File: config.mk
export PLATFORM = sky130hd
export DESIGN_NAME = path_rei_counter
export DESIGN_NICKNAME = d
export VERILOG_FILES = /design/src/rtl/rei_pkg.sv /design/src/rtl/rei_rst_sync.sv /design/src/rtl/rei_decode.sv /design/src/rtl/rei_accum.sv /design/src/rtl/rei_hold.sv /design/src/rtl/path_rei_counter.sv
export SDC_FILE = /design/constraint.sdc
export NUM_CORES = 1
export LEC_CHECK = 0
export BUFFER_PORTS_ARGS = -buffer_cell sky130_fd_sc_hd__buf_2
export CORE_MARGIN = 2
export CORE_UTILIZATION = 40
export CTS_CLUSTER_DIAMETER = 40
export DETAILED_ROUTE_END_ITERATION = 12
export PLACE_DENSITY = 0.62
export SETUP_SLACK_MARGIN = 0.1
export SLEW_MARGIN = 15
export SYNTH_ARGS = -nofsm -noshare
export SYNTH_HDL_FRONTEND = slang
export SYNTH_SLANG_ARGS = --single-unit
export TNS_END_PERCENT = 100
File: constraint.sdc
create_clock -name clk -period 1.1 [get_ports clk]
set_input_delay 0.22 -clock clk [delete_from_list [all_inputs] [get_ports clk]]
set_output_delay 0.22 -clock clk [all_outputs]
set_load 0.01 [all_outputs]
File: src/rtl/rei_pkg.sv
package rei_pkg;
  parameter int unsigned CNT_W     = 16;
  parameter int unsigned BYTE_W    = 8;
  parameter int unsigned CODE_W    = 4;
  parameter int unsigned CODE_LSB  = 4;
  parameter int unsigned CODE_MAX  = 8;
endpackage

File: src/rtl/rei_rst_sync.sv
module rei_rst_sync #(
  parameter int unsigned STAGES = 2
) (
  input  logic clk,
  input  logic rst_n,
  output logic rst_n_sync
);
  logic [STAGES-1:0] sync_q;
  logic [STAGES-1:0] sync_d;

  always_comb begin
    sync_d = {sync_q[STAGES-2:0], 1'b1};
  end

  always_ff @(posedge clk or negedge rst_n) begin
    if (!rst_n) sync_q <= '0;
    else        sync_q <= sync_d;
  end

  assign rst_n_sync = sync_q[STAGES-1];
endmodule

File: src/rtl/rei_decode.sv
module rei_decode #(
  parameter int unsigned BYTE_W   = rei_pkg::BYTE_W,
  parameter int unsigned CODE_W   = rei_pkg::CODE_W,
  parameter int unsigned CODE_LSB = rei_pkg::CODE_LSB,
  parameter int unsigned CODE_MAX = rei_pkg::CODE_MAX
) (
  input  logic [BYTE_W-1:0] status_byte,
  input  logic              byte_valid,
  input  logic              block_mode,
  output logic [CODE_W-1:0] inc,
  output logic              code_bad
);
  localparam logic [CODE_W-1:0] MAXV = CODE_W'(CODE_MAX);
  logic [CODE_W-1:0] code;
  logic [CODE_W-1:0] errs;

  always_comb begin
    code     = status_byte[CODE_LSB +: CODE_W];
    code_bad = (code > MAXV);
    errs     = code_bad ? '0 : code;
    if (!byte_valid)     inc = '0;
    else if (block_mode) inc = {{(CODE_W-1){1'b0}}, (errs != '0)};
    else                 inc = errs;
  end
endmodule

File: src/rtl/rei_accum.sv
module rei_accum #(
  parameter int unsigned CNT_W  = rei_pkg::CNT_W,
  parameter int unsigned CODE_W = rei_pkg::CODE_W
) (
  input  logic              clk,
  input  logic              rst_n,
  input  logic [CODE_W-1:0] inc,
  input  logic              byte_valid,
  input  logic              pm_tick,
  input  logic              sat_mode,
  output logic [CNT_W-1:0]  cnt_q,
  output logic [CNT_W-1:0]  cnt_nxt
);
  logic [CNT_W:0]   sum;
  logic [CNT_W-1:0] cnt_d;
  logic             cnt_en;

  always_comb begin
    sum     = {1'b0, cnt_q} + {{(CNT_W+1-CODE_W){1'b0}}, inc};
    cnt_nxt = (sat_mode && sum[CNT_W]) ? '1 : sum[CNT_W-1:0];
    cnt_en  = pm_tick | byte_valid;
    cnt_d   = pm_tick ? '0 : cnt_nxt;
  end

  always_ff @(posedge clk or negedge rst_n) begin
    if (!rst_n)      cnt_q <= '0;
    else if (cnt_en) cnt_q <= cnt_d;
  end

  AST_CLEAR_ON_TICK: assert property (@(posedge clk) disable iff (!rst_n)
    pm_tick |=> (cnt_q == '0));
  AST_SAT_STICKS: assert property (@(posedge clk) disable iff (!rst_n)
    (sat_mode && (cnt_q == '1) && !pm_tick) |=> (cnt_q == '1));
  AST_IDLE_KEEPS: assert property (@(posedge clk) disable iff (!rst_n)
    (!byte_valid && !pm_tick) |=> $stable(cnt_q));
endmodule

File: src/rtl/rei_hold.sv
module rei_hold #(
  parameter int unsigned CNT_W = rei_pkg::CNT_W
) (
  input  logic             clk,
  input  logic             rst_n,
  input  logic             pm_tick,
  input  logic [CNT_W-1:0] latch_val,
  output logic [CNT_W-1:0] hold_count,
  output logic             hold_upd
);
  always_ff @(posedge clk or negedge rst_n) begin
    if (!rst_n)       hold_count <= '0;
    else if (pm_tick) hold_count <= latch_val;
  end

  always_ff @(posedge clk or negedge rst_n) begin
    if (!rst_n) hold_upd <= 1'b0;
    else        hold_upd <= pm_tick;
  end

  AST_HOLD_STABLE: assert property (@(posedge clk) disable iff (!rst_n)
    !pm_tick |=> $stable(hold_count));
  AST_UPD_FOLLOWS: assert property (@(posedge clk) disable iff (!rst_n)
    pm_tick |=> hold_upd);
  AST_UPD_QUIET: assert property (@(posedge clk) disable iff (!rst_n)
    !pm_tick |=> !hold_upd);
endmodule

File: src/rtl/path_rei_counter.sv
module path_rei_counter #(
  parameter int unsigned CNT_W    = rei_pkg::CNT_W,
  parameter int unsigned BYTE_W   = rei_pkg::BYTE_W,
  parameter int unsigned CODE_W   = rei_pkg::CODE_W,
  parameter int unsigned CODE_LSB = rei_pkg::CODE_LSB,
  parameter int unsigned CODE_MAX = rei_pkg::CODE_MAX
) (
  input  logic              clk,
  input  logic              rst_n,
  input  logic [BYTE_W-1:0] status_byte,
  input  logic              byte_valid,
  input  logic              block_mode,
  input  logic              sat_mode,
  input  logic              pm_tick,
  output logic [CNT_W-1:0]  hold_count,
  output logic              hold_upd
);
  logic              rst_n_s;
  logic [CODE_W-1:0] inc;
  logic              code_bad;
  logic [CNT_W-1:0]  cnt_q;
  logic [CNT_W-1:0]  cnt_nxt;

  rei_rst_sync #(.STAGES(2)) u_rst (
    .clk(clk), .rst_n(rst_n), .rst_n_sync(rst_n_s)
  );

  rei_decode #(.BYTE_W(BYTE_W), .CODE_W(CODE_W), .CODE_LSB(CODE_LSB),
               .CODE_MAX(CODE_MAX)) u_dec (
    .status_byte(status_byte), .byte_valid(byte_valid),
    .block_mode(block_mode), .inc(inc), .code_bad(code_bad)
  );

  rei_accum #(.CNT_W(CNT_W), .CODE_W(CODE_W)) u_acc (
    .clk(clk), .rst_n(rst_n_s), .inc(inc), .byte_valid(byte_valid),
    .pm_tick(pm_tick), .sat_mode(sat_mode), .cnt_q(cnt_q), .cnt_nxt(cnt_nxt)
  );

  rei_hold #(.CNT_W(CNT_W)) u_hold (
    .clk(clk), .rst_n(rst_n_s), .pm_tick(pm_tick), .latch_val(cnt_nxt),
    .hold_count(hold_count), .hold_upd(hold_upd)
  );

  AST_BAD_CODE_IGNORED: assert property (@(posedge clk) disable iff (!rst_n_s)
    (byte_valid && code_bad && !pm_tick) |=> $stable(cnt_q));
  AST_BLOCK_STEP: assert property (@(posedge clk) disable iff (!rst_n_s)
    (byte_valid && block_mode && !pm_tick && !sat_mode && (cnt_q != '1))
      |=> ((cnt_q - $past(cnt_q)) <= CNT_W'(1)));
  AST_BIT_STEP: assert property (@(posedge clk) disable iff (!rst_n_s)
    (byte_valid && !pm_tick && !sat_mode && (cnt_q < CNT_W'(2**CNT_W - CODE_MAX - 1)))
      |=> ((cnt_q - $past(cnt_q)) <= CNT_W'(CODE_MAX)));
endmodule

==> reports/metrics.yaml, run 1 <==
setup_path:
  path_class: "in2reg"
  reg2regPathDepth: 10
  startpoint_type: "input port"
  critPathBufInv: 4
  cp_top_family: "compound AO/OA/AOI/OAI gates"
  critical_path_arrival_ns: 2.42
  crit_path_max_incr_delay_ns: 0.39
  critPathCaptureType: "flop"
  path_common_cell: "buf_6"
  cpMaxStageDelayCell: "fa_2"
  crit_chain: "buf_8 > nor2_4 > nand3b_1 > o21ai_1 > a21oi_2 > nor2b_4 > ha_4 > fa_2 > a21o_1 > a21oi_4 > buf_6 > buf_6 > buf_6 > nor2_4 > a21o_1 > a22o_1"
  crit_cells: 16
  cp_max_fo: 4
  cp.required_ns: 1.28
finish:
  areaGrowthSynthToFinish_pct: 60.3
  fin_area_mm2: 0.00294
  final_common_cell: "buf_4"
  layout_common_cells: "58 x buf_4, 34 x dfrtp_1, 22 x buf_2"
  final_nets: 286
  drive_above_1_share_pct: 53.7
  diodes: 0
yosys:
  synth.avg_cell_area_um2: 10.4
  syn_area_mm2: 0.00183
  postSynthCellCount: 177
  synth_cell_types: 39
  ys.flop_type: "dfrtp_1"
  yosysSeqAreaShare_pct: 47.7
  synth-seq-cells: 35
  yosys_warnings: 0
  syn-num-nets: 196
  synth-edff-count: 0
  synthArstFlopShare_pct: 100
sta:
  finalHoldViolations: 0
  clock_skew_ns: 0.00856
  period_share_pct: 203
  grt_setup_unrepaired: "true"
  period_minus_slack_ns: 2.24
  fmax_mhz: 447
  finalSetupViolCount: 32
  setup_tns_ns: -33.77
  layout_setup_ws_ns: -1.14
  fin_hold_ws_ns: 0.203
  maxSlewViolCount: 0
placed_design:
  post-place-ws_ns: -1.50
  place_area_mm2: 0.00242
  gp_congestion: 0.880
  dpl.hpwl_mm: 3.43
  port_buffers: 26
floorplanning:
  design.die.area_mm2: 0.00514
  start_util_pct: 41.8
  pin_count: 31
  die_height_um: 71.7
  die_x_um: 71.7
  rows: 24
  coreArea_mm2: 0.00438
global_route:
  grt_pass1_wl_mm: 8.01
  grt_pass1_vias: 1730
  grt_max_degree: 34
  antenna_found_initial: 0
  overflow: 0
  grtUsageTotal_pct: 19.8
route:
  first_iter_violations: 98
  ant_nets: 0
  routed_wl_mm: 5.07
  dr.pass1.iters: 4
  drc: 0
  routed_via_density: 5.44
  vias: 1741
  wl_per_cell_um: 15.8
run_status:
  run_status: "complete, but fails checks"
  violations: "negative setup slack"
clock_network:
  h-tree-depth: 2
  cts-root-buf: "clkbuf_8"
  cts_buffer_depth: 2
  clk_pin_slew_ns: 0.08
  cts_tree: "done"
  clk_latency_ns: 0.28
  cts_made_buffers: 5
  clock_sinks: 35
pwr:
  power_frac_seq_pct: 45.8
  p_comb_share_pct: 15.8
  vdd_drop_max_mv: 0.913
  powerDensity_mw_per_mm2: 1030
  p_int_w: 0.00227
  sw_frac_of_total_pct: 24.8
  p_leak_nw: 1.45
  power_w: 0.00301
  clkPwrFrac_pct: 38.3
  p_switching_w: 0.000748
hold_path:
  min_delay_path_depth: 1
  min-delay-path-class: "in2reg"
job:
  cap_violations: 0
power by group through the flow:
| stage | logic (W) | registers (W) | clock network (W) |
|---|---|---|---|
| after floorplan | 0.000162 | 0.00145 | 0 |
| after global placement | 0.000344 | 0.00141 | 0 |
| after detailed placement | 0.000358 | 0.00141 | 0 |
| after CTS | 0.000410 | 0.00138 | 0.00118 |
| after global routing | 0.000517 | 0.00139 | 0.00123 |
| final | 0.000477 | 0.00138 | 0.00116 |
metal layers:
layer	part of all wire, %	track usage, %	vias to the layer above
li1	-	-	827
met1	40	24.6	877
met2	56	34.9	31
met3	2.4	3.52	6
met4	1.3	6.29	0
met5	0	0	-
flip-flops by register name (all words and copies together), names as in the netlist:
| name | count |
|---|---|
| u_acc.cnt_q | 16 |
| u_hold.hold_count | 16 |
| u_rst.sync_q | 2 |
| u_hold.hold_upd | 1 |
cell type report:
cell class              instances  area [um2]
repair buffers                 94         727
clock buffers                   5        68.8
inverters                       2        7.51
flip-flops and latches         35         877
well taps                      52        65.1
fillers                       341        1440
clock inverters                 3        43.8
multi-input cells             129        1150
path summary, 6_finish.rpt:
kind,from,slack [ns],end
max in group asynchronous,u_rst.sync_q[1],0.69,u_acc.cnt_q[15]
min reg2reg,u_rst.sync_q[1],0.22,u_hold.hold_count[6]
max,status_byte[6],-1.14,u_hold.hold_count[12]
min in group asynchronous,u_rst.sync_q[1],0.22,u_hold.hold_count[6]
max reg2reg,u_acc.cnt_q[0],-1.11,u_hold.hold_count[12]
min,pm_tick,0.20,u_hold.hold_upd
stage by stage:
stage                     cells  util (%)
after floorplan             177         -
after global placement      286      55.3
after detailed placement    286      55.3
after CTS                   309      61.7
after global routing        320      67.1
final                       320      67.1
what timing repair did:
action,4_1_cts,5_1_grt
cloned,0,0
hold buffers,1,0
pin swaps,7,19
setup endpoints to repair,49,49
buffers inserted,14,14
resized for setup,14,33
hold endpoints to repair,2,0
kinds of logic (layout without fill, tap and decap cells):
group / count (synthesis) / count (layout) / synth area share (%)
other: 1 / 1 / 0.204
DFF: 35 / 35 / 47.7
buffers and inverters: 13 / 104 / 2.93
xor gates and xnor gates: 12 / 12 / 5.73
AOI/OAI and AO/OA: 52 / 52 / 20.7
adders and majority gates: 5 / 5 / 3.82
and+or+nand+nor: 59 / 59 / 18.9
cell usage after synthesis (3+ instances only):
| master | number | area, um2 |
|---|---|---|
| nor3_1 | 5 | 25.0 |
| o22a_1 | 9 | 78.8 |
| a211oi_1 | 7 | 52.6 |
| clkbuf_1 | 7 | 26.3 |
| nor4bb_1 | 3 | 30.0 |
| xor2_1 | 10 | 87.6 |
| buf_2 | 4 | 20.0 |
| nor2_1 | 19 | 71.3 |
| nor2b_1 | 4 | 25.0 |
| a311oi_1 | 3 | 26.3 |
| a31oi_1 | 7 | 43.8 |
| dfrtp_1 | 35 | 876 |
| and2_1 | 4 | 25.0 |
| a21oi_1 | 13 | 65.1 |
| a21o_1 | 3 | 22.5 |
| ha_1 | 4 | 50.1 |
| nor3b_1 | 7 | 52.6 |
| a211oi_2 | 3 | 37.5 |
| nand2_1 | 5 | 18.8 |
Note: power is estimated with default switching activity, not from simulation.
==> run 2: changes to the inputs <==
Settings changed: CORE_UTILIZATION 40 to 33, MAX_ROUTING_LAYER from default to met4, PLACE_DENSITY 0.62 to 0.54.
==> run 2 against run 1 <==
Against the previous run:
- the flow still finishes with violations (negative setup slack)
- non-clock buffer count fell by 2
- critical path type unchanged
- maximum frequency is 7.7% higher
- clock skew about the same
- clock power rose by 4%
==> reports/metrics.yaml, run 2 (synthesized netlist as in run 1, its figures left out) <==
run_status:
  run_status: "complete, but fails checks"
  violations: "negative setup slack"
finish:
  seq_area_um2: 877
  final_nets: 285
  layout_common_cells: "53 x buf_4, 34 x dfrtp_1, 23 x buf_2"
  final.fill_count: 464
  final_common_cell: "buf_4"
  diodes: 0
  final_util_pct: 55.4
  drive_above_1_share_pct: 55.4
  largestRegisters: "u_acc.cnt_q (16), u_hold.hold_count (16), u_rst.sync_q (2)"
  areaGrowthSynthToFinish_pct: 64.3
  multi_input_area_mm2: 0.00120
route:
  routed_wl_mm: 4.82
  first_iter_violations: 100
  vias: 1672
  drc: 0
  ant_nets: 0
  wl_per_cell_um: 14.2
  routed_via_density: 4.93
  dr.pass1.iters: 4
global_route:
  grtUsageTotal_pct: 17.4
  grt_max_degree: 34
  overflow: 0
  grt_pass1_wl_mm: 8.11
  antenna_found_initial: 0
  grt_pass1_vias: 1706
hold_path:
  min-delay-path-class: "reg2async"
sta:
  fin_hold_ws_ns: 0.216
  setup_tns_ns: -28.67
  finalSetupViolCount: 32
  clock_skew_ns: 0.00865
  period_share_pct: 189
  layout_setup_ws_ns: -0.976
  finalHoldViolations: 0
  grt_setup_unrepaired: "true"
  fmax_mhz: 482
  period_minus_slack_ns: 2.08
  maxSlewViolCount: 0
placed_design:
  post-place-ws_ns: -1.50
  port_buffers: 26
  dpl.hpwl_mm: 3.29
  gp_congestion: 0.772
setup_path:
  critPathCapture: "u_acc.cnt_q[10]"
  cp_max_fo: 6
  cp.required_ns: 1.30
  crit_path_max_incr_delay_ns: 0.35
  reg2regPathDepth: 9
  crit_chain: "buf_8 > nor2_4 > nand3b_1 > o21ai_1 > a21oi_2 > nor2b_4 > ha_4 > fa_2 > a21o_1 > a21oi_4 > buf_6 > nor3b_2 > buf_4 > and2_4 > a211oi_2"
  crit_cells: 15
  cpMaxStageDelayCell: "fa_2"
  reg2reg_slack_ns: -0.96
  path_class: "in2reg"
  worstReg2RegStart: "u_acc.cnt_q[0]"
  critical_path_arrival_ns: 2.28
  cp_top_family: "compound AO/OA/AOI/OAI gates"
  reg2reg_to: "u_acc.cnt_q[10]"
  crit_start: "status_byte[5]"
  startpoint_type: "input port"
  critPathCaptureType: "flop"
  critPathBufInv: 3
pwr:
  p_leak_nw: 1.45
  powerDensity_mw_per_mm2: 1010
  vdd_drop_max_mv: 0.576
clock_network:
  cts-root-buf: "clkbuf_8"
  cts_made_buffers: 5
  clock_sinks: 35
  clk_pin_slew_ns: 0.08
  h-tree-depth: 2
  clk_latency_ns: 0.29
  cts_tree: "done"
  cts_buffer_depth: 2
floorplanning:
  pin_count: 31
  die_x_um: 78.6
  start_util_pct: 33.7
  rows: 27
  design.die.area_mm2: 0.00617
  die_height_um: 78.6
  coreArea_mm2: 0.00544
job:
  cap_violations: 0
-- run 2: changes by cell type in the layout (fill, tap and decap cells not counted), sizes merged --
| cell | change |
|---|---|
| nand2 | +1 |
| buf | -2 |
| clkbuf | +1 |
| clkinv | -1 |
-- run 2: timing repair --
item	in CTS	in global routing
buffers inserted	18	10
hold buffers	1	0
endpoints found under the setup margin	49	49
pin swaps	29	14
hold endpoints to repair	2	0
resized for setup	30	23
gates cloned	1	0
-- run 2: final cells by class --
| type | instances | area share, % |
|---|---|---|
| clock buffers | 6 | 2.74 |
| multi-input cells | 130 | 39.8 |
| inverters | 2 | 0.249 |
| well taps | 72 | 2.99 |
| clock inverters | 2 | 1.16 |
| flip-flops and latches | 35 | 29.1 |
| repair buffers | 92 | 24.0 |
-- run 2: routing by layer --
| layer | part of all wire, % | vias up | global-route usage, % |
|---|---|---|---|
| met2 | 47 | 24 | 27.3 |
| met4 | 2.0 | 0 | 7.02 |
| met5 | 0 | - | - |
| li1 | - | 828 | - |
| met3 | 3.2 | 8 | 3.45 |
| met1 | 48 | 812 | 22.0 |
-- run 2: metrics by stage --
step                cell area, um2  std cells  power [W]
floorplan                     1960        177    0.00161
global placement              2450        306    0.00175
detailed placement            2450        306    0.00176
CTS                           2830        329    0.00302
global route                  3010        339    0.00318
finish                        3010        339    0.00305
-- run 2: worst min-delay path by stage --
stage | startpoint | end | slack, ns | depth (start not counted)
floorplan | rst_n | u_rst.sync_q[0] | -0.08 | 0
global placement | rst_n | u_rst.sync_q[0] | 0.006 | 1
detailed placement | rst_n | u_rst.sync_q[0] | 0.008 | 1
CTS | u_rst.sync_q[1] | u_hold.hold_count[14] | 0.23 | 1
global route | u_rst.sync_q[1] | u_acc.cnt_q[2] | 0.24 | 1
finish | u_rst.sync_q[1] | u_acc.cnt_q[2] | 0.22 | 1
-- run 2: where the power goes --
group	switching, W	total (W)	internal, W
clock	0.000481	0.00121	0.000733
combinational	0.000230	0.000454	0.000224
sequential	0.0000340	0.00138	0.00135
total	0.000744	0.00305	0.00231
==> run 3: changes to the inputs <==
Settings changed: ABC_AREA from default to 0, CORE_ASPECT_RATIO from default to 0.8, CTS_BUF_LIST from default to sky130_fd_sc_hd__clkbuf_8.
==> run 3 against run 2 <==
Against the previous run:
- the run still ends with negative setup slack left
- design area down 0.50%
- critical path depth down 1
- via count down 1.2%
- clock power up 17%
- hold slack worse by 0.055 ns
- sequential cell count unchanged
- global-route usage down 0.39 points
==> reports/metrics.yaml, run 3 (synthesized netlist as in run 1, its figures left out) <==
run_status:
  run_status: "complete, but fails checks"
  violations: "negative setup slack"
route:
  wl_per_cell_um: 15.1
  vias: 1652
  routed_via_density: 5.04
  ant_nets: 0
  dr.pass1.iters: 4
  routed_wl_mm: 4.95
  first_iter_violations: 74
  drc: 0
setup_path:
  cp_max_fo: 6
  cpMaxStageDelayCell: "or4_4"
  critPathBufInv: 2
  cp.required_ns: 1.30
  critical_path_arrival_ns: 2.41
  crit_chain: "buf_8 > nor2_4 > nand3b_1 > o21ai_1 > a21oi_2 > nor2b_4 > ha_4 > fa_2 > a21o_1 > a21oi_4 > buf_6 > or4_4 > and2_4 > a311oi_2"
  startpoint_type: "input port"
  crit_start: "status_byte[6]"
  worstReg2RegStart: "u_acc.cnt_q[0]"
  cp_top_family: "simple AND/OR/NAND/NOR gates"
  crit_path_max_incr_delay_ns: 0.48
  critPathCaptureType: "flop"
  path_class: "in2reg"
floorplanning:
  pin_count: 31
  rows: 24
  coreArea_mm2: 0.00541
  design.die.area_mm2: 0.00617
  start_util_pct: 33.9
  die_x_um: 87.4
  die_height_um: 70.7
finish:
  final.fill_count: 462
  diodes: 0
  fin_area_mm2: 0.00300
  seq_area_um2: 877
  largestRegisters: "u_acc.cnt_q (16), u_hold.hold_count (16), u_rst.sync_q (2)"
  final_common_cell: "buf_4"
  areaGrowthSynthToFinish_pct: 63.4
  final_nets: 281
  drive_above_1_share_pct: 52.9
  layout_common_cells: "49 x buf_4, 34 x dfrtp_1, 22 x buf_2"
  multi_input_area_mm2: 0.00120
pwr:
  clkPwrFrac_pct: 43.8
  vdd_drop_max_mv: 0.661
  p_switching_w: 0.000760
  p_leak_nw: 1.44
  power_frac_seq_pct: 43.1
  p_comb_share_pct: 13.1
  sw_frac_of_total_pct: 23.6
  powerDensity_mw_per_mm2: 1080
  p_int_w: 0.00247
hold_path:
  min-delay-path-class: "reg2async"
sta:
  period_share_pct: 201
  maxSlewViolCount: 0
  worst_slew_pin_slew_ns: 0.496
  fin_hold_ws_ns: 0.162
  finalSetupViolCount: 32
  maxSlewHeadroom_pct: 66.7
  finalHoldViolations: 0
  fmax_mhz: 453
  grt_setup_unrepaired: "true"
  layout_setup_ws_ns: -1.11
  setup_tns_ns: -31.95
  clock_skew_ns: 0.00667
  period_minus_slack_ns: 2.21
placed_design:
  gp_congestion: 0.794
  dpl.hpwl_mm: 3.24
  port_buffers: 26
  place_area_mm2: 0.00244
  post-place-ws_ns: -1.53
clock_network:
  clock_sinks: 35
  clk_latency_ns: 0.30
  clk_pin_slew_ns: 0.07
  cts_tree: "done"
  cts_buffer_depth: 2
  h-tree-depth: 2
  cts_made_buffers: 5
  cts-root-buf: "clkbuf_8"
global_route:
  grt_pass1_vias: 1590
  grt_max_degree: 23
  antenna_found_initial: 0
  overflow: 0
  grt_pass1_wl_mm: 7.87
  grtUsageTotal_pct: 17.0
job:
  cap_violations: 0
[run 3: path summary, 6_finish.rpt]
| check | endpoint | slack, ns | cells after the start |
|---|---|---|---|
| max in group asynchronous | u_hold.hold_count[8] | 0.53 | 1 |
| setup / recovery | u_acc.cnt_q[14] | -1.11 | 14 |
| setup reg to reg | u_hold.hold_count[12] | -1.06 | 10 |
| hold / removal | u_acc.cnt_q[14] | 0.16 | 0 |
| hold reg to reg | u_acc.cnt_q[14] | 0.16 | 0 |
| min in group clk | u_acc.cnt_q[1] | 0.33 | 3 |
[run 3: power by group through the flow]
stage / Sequential [W] / Combinational, W / Clock, W
after floorplan: 0.00145 / 0.000162 / 0
after global placement: 0.00142 / 0.000332 / 0
after detailed placement: 0.00142 / 0.000334 / 0
after CTS: 0.00139 / 0.000380 / 0.00144
after global routing: 0.00140 / 0.000462 / 0.00150
final: 0.00139 / 0.000422 / 0.00141
[run 3: area by class of cell]
| class | instances | share of cell area (%) |
|---|---|---|
| multi-input combinational | 130 | 40.0 |
| sequential | 35 | 29.3 |
| timing repair buffer | 88 | 23.2 |
| tap | 65 | 2.71 |
| clock buffer | 5 | 2.30 |
| clock inverter | 3 | 2.25 |
| inverter | 2 | 0.250 |
[run 3: layer usage]
layer	wire, um	vias to the layer above	track usage [%]	share of wire [%]
met4	63	0	6.67	1.3
met2	2260	30	23.1	46
met1	2440	792	24.4	49
met5	0	-	-	0
li1	-	822	-	-
met3	189	8	3.85	3.8
[run 3: timing repair]
item	in CTS	in global routing
resized for setup	19	32
endpoints found under the setup margin	49	49
endpoints found under the hold margin	2	0
hold buffers	1	0
pin swaps	18	23
setup buffers	14	7
cloned	0	1
[run 3: worst reg2reg max path: cells and delay by family (launching register included)]
kind,cells,cell delay (ns)
buffers and inverters,3,0.34
adder cells (fa/ha/maj),2,0.56
AND/OR/NAND/NOR,1,0.06
flip-flops,1,0.42
AO/OA/AOI/OAI,4,0.68
[run 3: per-stage QoR]
step | util, % | std cells | power, W
global route | 55.5 | 328 | 0.00336
floorplan | - | 177 | 0.00161
finish | 55.5 | 328 | 0.00323
CTS | 51.5 | 322 | 0.00321
global placement | 45.2 | 299 | 0.00175
detailed placement | 45.2 | 299 | 0.00175
